File: config.mk
export PLATFORM = sky130hd
export DESIGN_NAME = b2ddr_ctrl
export DESIGN_NICKNAME = d
export VERILOG_FILES = /design/src/rtl/b2ddr_ctrl.sv
export SDC_FILE = /design/constraint.sdc
export NUM_CORES = 1
export LEC_CHECK = 0
export BUFFER_PORTS_ARGS = -buffer_cell sky130_fd_sc_hd__buf_2
export CELL_PAD_IN_SITES_DETAIL_PLACEMENT = 0
export CELL_PAD_IN_SITES_GLOBAL_PLACEMENT = 1
export CORE_MARGIN = 1
export CORE_UTILIZATION = 40
export CTS_CLUSTER_DIAMETER = 50
export CTS_CLUSTER_SIZE = 24
export DETAILED_ROUTE_END_ITERATION = 16
export GPL_ROUTABILITY_DRIVEN = 0
export HOLD_SLACK_MARGIN = 0.03
export MAX_ROUTING_LAYER = met4
export PLACE_DENSITY_LB_ADDON = 0.1
export SLEW_MARGIN = 40
export SYNTH_ARGS = -nofsm -noshare
export SYNTH_HDL_FRONTEND = slang
export SYNTH_SLANG_ARGS = --single-unit
File: constraint.sdc
create_clock -name clk -period 1.51 [get_ports clk]
set_input_delay 0.2265 -clock clk [delete_from_list [all_inputs] [get_ports clk]]
set_output_delay 0.2265 -clock clk [all_outputs]
set_load 0.05 [all_outputs]
File: src/rtl/b2ddr_ctrl.sv
module b2ddr_ctrl #(
  parameter int AW    = 20,
  parameter int WW    = 18,
  parameter int TAG_W = 4
) (
  input  logic              clk,
  input  logic              rst_n,
  input  logic              req_valid,
  output logic              req_ready,
  input  logic              req_wr,
  input  logic [AW-1:0]     req_addr,
  input  logic [2*WW-1:0]   req_wdata,
  input  logic [2*WW/9-1:0] req_be,
  output logic              rsp_valid,
  output logic [2*WW-1:0]   rsp_rdata,
  output logic [TAG_W-1:0]  rsp_tag,
  output logic              mem_rw,
  output logic              mem_ld_n,
  output logic [AW-1:0]     mem_addr,
  output logic [WW-1:0]     mem_d_rise,
  output logic [WW-1:0]     mem_d_fall,
  output logic [WW/9-1:0]   mem_bw_rise_n,
  output logic [WW/9-1:0]   mem_bw_fall_n,
  input  logic [WW-1:0]     mem_q_rise,
  input  logic [WW-1:0]     mem_q_fall
);
  localparam int NB = WW / 9;
  localparam int DW = 2 * WW;

  logic             rdy_q;
  logic             wv1;
  logic [DW-1:0]    wd1;
  logic [2*NB-1:0]  be1;
  logic [TAG_W-1:0] rd_cnt, tag_p0, tag_p1, tag_p2;
  logic             rd_p1, rd_p2;

  wire fire    = req_valid & rdy_q;
  wire rd_on_bus = ~mem_ld_n & mem_rw;
  assign req_ready = rdy_q;

  always_ff @(posedge clk or negedge rst_n)
    if (!rst_n) begin
      rdy_q    <= 1'b0;
      mem_ld_n <= 1'b1;
      mem_rw   <= 1'b1;
      mem_addr <= '0;
      wv1      <= 1'b0;
      wd1      <= '0;
      be1      <= '0;
      rd_cnt   <= '0;
      tag_p0   <= '0;
    end else begin
      rdy_q    <= 1'b1;
      mem_ld_n <= ~fire;
      wv1      <= fire & req_wr;
      if (fire) begin
        mem_rw   <= ~req_wr;
        mem_addr <= req_addr;
      end
      if (fire & req_wr) begin
        wd1 <= req_wdata;
        be1 <= req_be;
      end
      if (fire & ~req_wr) begin
        tag_p0 <= rd_cnt;
        rd_cnt <= rd_cnt + 1'b1;
      end
    end

  always_ff @(posedge clk or negedge rst_n)
    if (!rst_n) begin
      mem_d_rise    <= '0;
      mem_d_fall    <= '0;
      mem_bw_rise_n <= '1;
      mem_bw_fall_n <= '1;
    end else begin
      mem_bw_rise_n <= wv1 ? ~be1[NB-1:0]    : '1;
      mem_bw_fall_n <= wv1 ? ~be1[2*NB-1:NB] : '1;
      if (wv1) begin
        mem_d_rise <= wd1[WW-1:0];
        mem_d_fall <= wd1[DW-1:WW];
      end
    end

  always_ff @(posedge clk or negedge rst_n)
    if (!rst_n) begin
      rd_p1     <= 1'b0;
      rd_p2     <= 1'b0;
      tag_p1    <= '0;
      tag_p2    <= '0;
      rsp_valid <= 1'b0;
      rsp_rdata <= '0;
      rsp_tag   <= '0;
    end else begin
      rd_p1     <= rd_on_bus;
      tag_p1    <= tag_p0;
      rd_p2     <= rd_p1;
      tag_p2    <= tag_p1;
      rsp_valid <= rd_p2;
      if (rd_p2) begin
        rsp_rdata <= {mem_q_fall, mem_q_rise};
        rsp_tag   <= tag_p2;
      end
    end
endmodule

# ---- Yosys cells after proc, flatten, opt, wreduce, memory -nomap -nowiden
# Index checks and enable logic that the tools add are counted.
dict set report totals {
  regBits 163
  latchBits 0
  mem_bits_rw 0
  romBits 0
  input_bits 100
  output_inout_bits 104
  wordCells 32
  mem_count 0
}
dict set report classes {
  add_sub_neg 1
  mul 0
  div_mod_pow 0
  n_lt_le_gt_ge 0
  n_eq_ne 0
  shifts 0
  muxes 2
  bitwise 9
  n_reduce_logical 0
}
# op count
set op_table {}
lappend op_table {{adder 4 x 1 -> 4 bit (second input constant)} 1}
lappend op_table {{AND 1 bit} 4}
lappend op_table {{2-to-1 mux 2 bit} 2}
lappend op_table {{NOT 2 bit} 2}
lappend op_table {{NOT 1 bit} 3}

# ---- Depth between registers and ports, before layout
dict set report depth {
  depth_word 2
  mapped_depth 4
  ltp_nobuf 3
}

# ---- Worst setup path before layout
# Ideal clock, no wire load.
dict set report synth_timing {
  path_kind {register to register}
  startpoint {register rdy_q, in the netlist req_ready}
  endpoint {register rd_cnt[1]}
  setup_time_ns 0.125
  arrival_time_ns 1.375
  required_ns 1.385
  slack_ns 0.011
  stages_incl_launch_ff 4
  n_path_buf 1
  synth_period_minus_slack_ns 1.499
  path_cell_list {dfrtp_1 and3b_1 buf_4 mux2_2}
}
dict set report synth_between {
  elab_chain_len 2
}
# element line
set synth_rtl {}
lappend synth_rtl {{start: declaration} 30} ;# logic rdy_q;
lappend synth_rtl {{start signal: assignment} 43} ;# rdy_q <= 1'b0;
lappend synth_rtl {{start signal: assignment} 53} ;# rdy_q <= 1'b1;
lappend synth_rtl {{AND 1 bit} 37} ;# wire fire = req_valid & rdy_q;
lappend synth_rtl {{AND 1 bit} 64} ;# if (fire & ~req_wr) begin
lappend synth_rtl {{end signal: assignment} 66} ;# rd_cnt <= rd_cnt + 1'b1;
lappend synth_rtl {{end: declaration} 34} ;# logic [TAG_W-1:0] rd_cnt, tag_p0, tag_p1, tag_p2;
# No other way between the ends.
# A chain may end at the register's enable or synchronous reset.

# ---- Final worst setup path
dict set report layout_timing {
  startpoint {register mem_ld_n}
  endpoint {output port mem_ld_n}
}
# element line
set layout_rtl {}
lappend layout_rtl {{start: declaration} 18} ;# output logic mem_ld_n,
lappend layout_rtl {{start signal: assignment} 54} ;# mem_ld_n <= ~fire;
# No word-level cell between the ends.

==> results.tsv <==
metric	value	unit
run_status	finished clean	
pre_cts_ws	0.1751	ns
vias	3710	
crit_buf_inv	1	
grt_util_all_layers	17.63	%
yosysTopAreaCell	dfrtp_1	
clkLatencyLatePin	0.42	ns
post-route-period-util	94.73	%
rsz0062_at_grt	no	
cts_buffers	17	
drv_slew	0	
avgSynthCellArea	17.55	um^2
final_cell_mix	buf_2, dfrtp_1, mux2_2	
powerDensity	1769	nW/um^2
crit_required	1.28	ns
synth_seq_cells	163	
ys_warn_count	0	
yosys.area_share.simple	1.100	%
synth_cells	337	
critPathKind	flip-flop to primary output	
reg2reg_to	tag_p0[2]	
slowest_delay	0.52	ns
first_global_vias	3986	
synth_compound_area_share	0.08460	%
root_buffer	clkbuf_16	
crit_path_max_fanout	2	
grt_pass1_wl	19.51	mm
p_clk_share	29.1	%
worst_hold_path.endpoint	wd1[6]	
dp.final_hpwl	8.115	mm
synthTopCellsByArea	dfrtp_1, mux2_2, dfstp_2, buf_6, mux2_4	
r2r-start	req_ready	
power_frac_comb	31.4	%
r2r_slack	0.18	ns
synthDistinctLibCells	20	
clock_skew	0.009132	ns
syn_to_final_growth	44.90	%
seqPwrFrac	39.5	%
timing.final.ws_setup	0.07953	ns
h-tree-depth	4	
drt-total-wl	12.20	mm
post_cts_buffers	0	
netlist.area_leader.share	66.41	%
hold_class	input pin to flip-flop	
finalHoldViolCount	0	
final_layout_size_suffix_gt1_share	61.03	%
crit_chain	buf_2	
cts_max_path_buffers	2	
p_leak	4.062	nW
antenna_found_initial	0	
syn-num-nets	438	
netSwitchingFraction	35.72	%
rows	44	
dr.first_iter.drc_count	121	
clk_pin_slew_worst_paths	0.06	ns
core-area	14480	um^2
switchingPower	5.418	mW
cts.sinks	163	
die-area	15280	um^2
clock.fmax	0.6991	GHz
viasPerCell	4.508	
internal-power	9.750	mW
nNetsFinal	727	
maxCapViolCount	0	
cpMaxStageDelayCell	dfstp_2	
cp.arrival	1.20	ns
synth_adder_area_share	0.2115	%
critical_path.top_delay_family	flip-flops	
cts_tree	done	
cp-start-kind	flip-flop	
cp-end-kind	primary output	
die_x	123.6	um
die_y	123.6	um
setup_viol	0	
initial_core_util	40.86	%
ys_seq_area_share	69.08	%
drt_pre_antenna_iters	4	
synth_top_family_by_area	multiplexers	
min_from	req_wdata[6]	
overflow	0	
avgRoutedWirePerCell	14.82	um
vdd_drop_max	0.8758	mV
tns	0	ns
antenna_left	0	
ios	204	
drcViolationCount	0	
io_buffers	203	
fin_crit	1.430	ns
rr_worst_depth	2	
mostFrequentLayoutCell	buf_2	
syn-cell-area	5916	um^2
synth_xor_area_share	0.4442	%
synthMuxAreaShare	27.03	%
diodes	0	
hold_depth	2	
grt_max_degree	44	
-- logic make-up (layout without fill, tap and decap cells) --
kind of cell               after synthesis  count (layout)
xor gates and xnor gates                 3               3
other                                    1               1
DFF                                    163             163
muxes                                  141             141
AOI/OAI and AO/OA                        1               1
and+or+nand+nor                         11              11
adders and majority gates                1               1
buffers and inverters                   16             318
-- state kept, by name (all words and copies together) (netlist names), 2 cells and up --
signal / count
wd1: 36
mem_addr: 20
mem_bw_rise_n: 2
tag_p2: 4
be1: 4
mem_d_fall: 18
tag_p1: 4
tag_p0: 4
mem_d_rise: 18
mem_bw_fall_n: 2
rd_cnt: 4
rsp_tag: 4
rsp_rdata: 36
-- worst register-to-register path: stages (launching register included) --
cell and delay [ns]:
dfrtp_1 0.44, and3b_1 0.40, mux2_2 0.38
-- power by group through the flow --
stage	combinational, mW	sequential [mW]	clock (mW)
finish	4.76	6.00	4.41
global route	5.01	6.16	4.77
CTS	4.80	6.01	4.53
detailed placement	4.66	6.08	0
global placement	4.60	6.01	0
floorplan	1.01	8.45	0
-- layer usage --
metal,vias up,share of wire (%),GRT usage (%)
met5,-,0,-
met4,0,1.7,7.756
met3,13,6.4,5.678
met2,136,48,27.36
met1,1814,44,21.04
li1,1747,-,-
-- stage by stage --
stage,std cells,total power [mW],instance area (um^2),hold WS (ns),util [%]
final,823,15.17,8572,0.05154,59.20
after global routing,823,15.94,8572,0.03324,59.20
after CTS,816,15.34,8499,0.03030,58.70
after detailed placement,718,10.74,7223,0.1801,49.89
after global placement,718,10.61,7223,0.1723,49.89
after floorplan,337,9.457,5916,-0.06909,-
-- worst max-delay path by stage --
stage	from	end	cells after the start	slack [ns]
final	mem_ld_n	mem_ld_n	1	0.08
after global routing	mem_ld_n	mem_ld_n	1	0.02
after CTS	mem_rw	mem_rw	1	0.02
after detailed placement	req_ready	tag_p0[3]	2	0.18
after global placement	req_ready	tag_p0[2]	2	0.22
after floorplan	req_ready	rd_cnt[1]	3	0.01
-- cells in the mapped netlist (all sizes together) --
library cell	count
clkbuf	1
nand2	6
xnor2	2
nor2b	1
conb	1
mux2	141
ha	1
dfrtp	157
nor2	1
xor2	1
nand4	1
nand3	1
buf	14
inv	1
and3b	1
dfstp	6
a21oi	1
-- what timing repair did --
item | in CTS | in global routing
hold buffers | 66 | 7
resized for setup | 0 | 1
endpoints found under the setup margin | 0 | 1
endpoints found under the hold margin | 102 | 7
-- area by class of cell --
class	instances	area, um^2
fill	1142	5907
sequential	163	4088
timing repair buffer	285	1923
multi-input combinational	158	1712
clock buffer	24	491.7
tap	184	230.2
clock inverter	8	123.9
inverter	1	3.754
(Power assumes the default switching activity.)
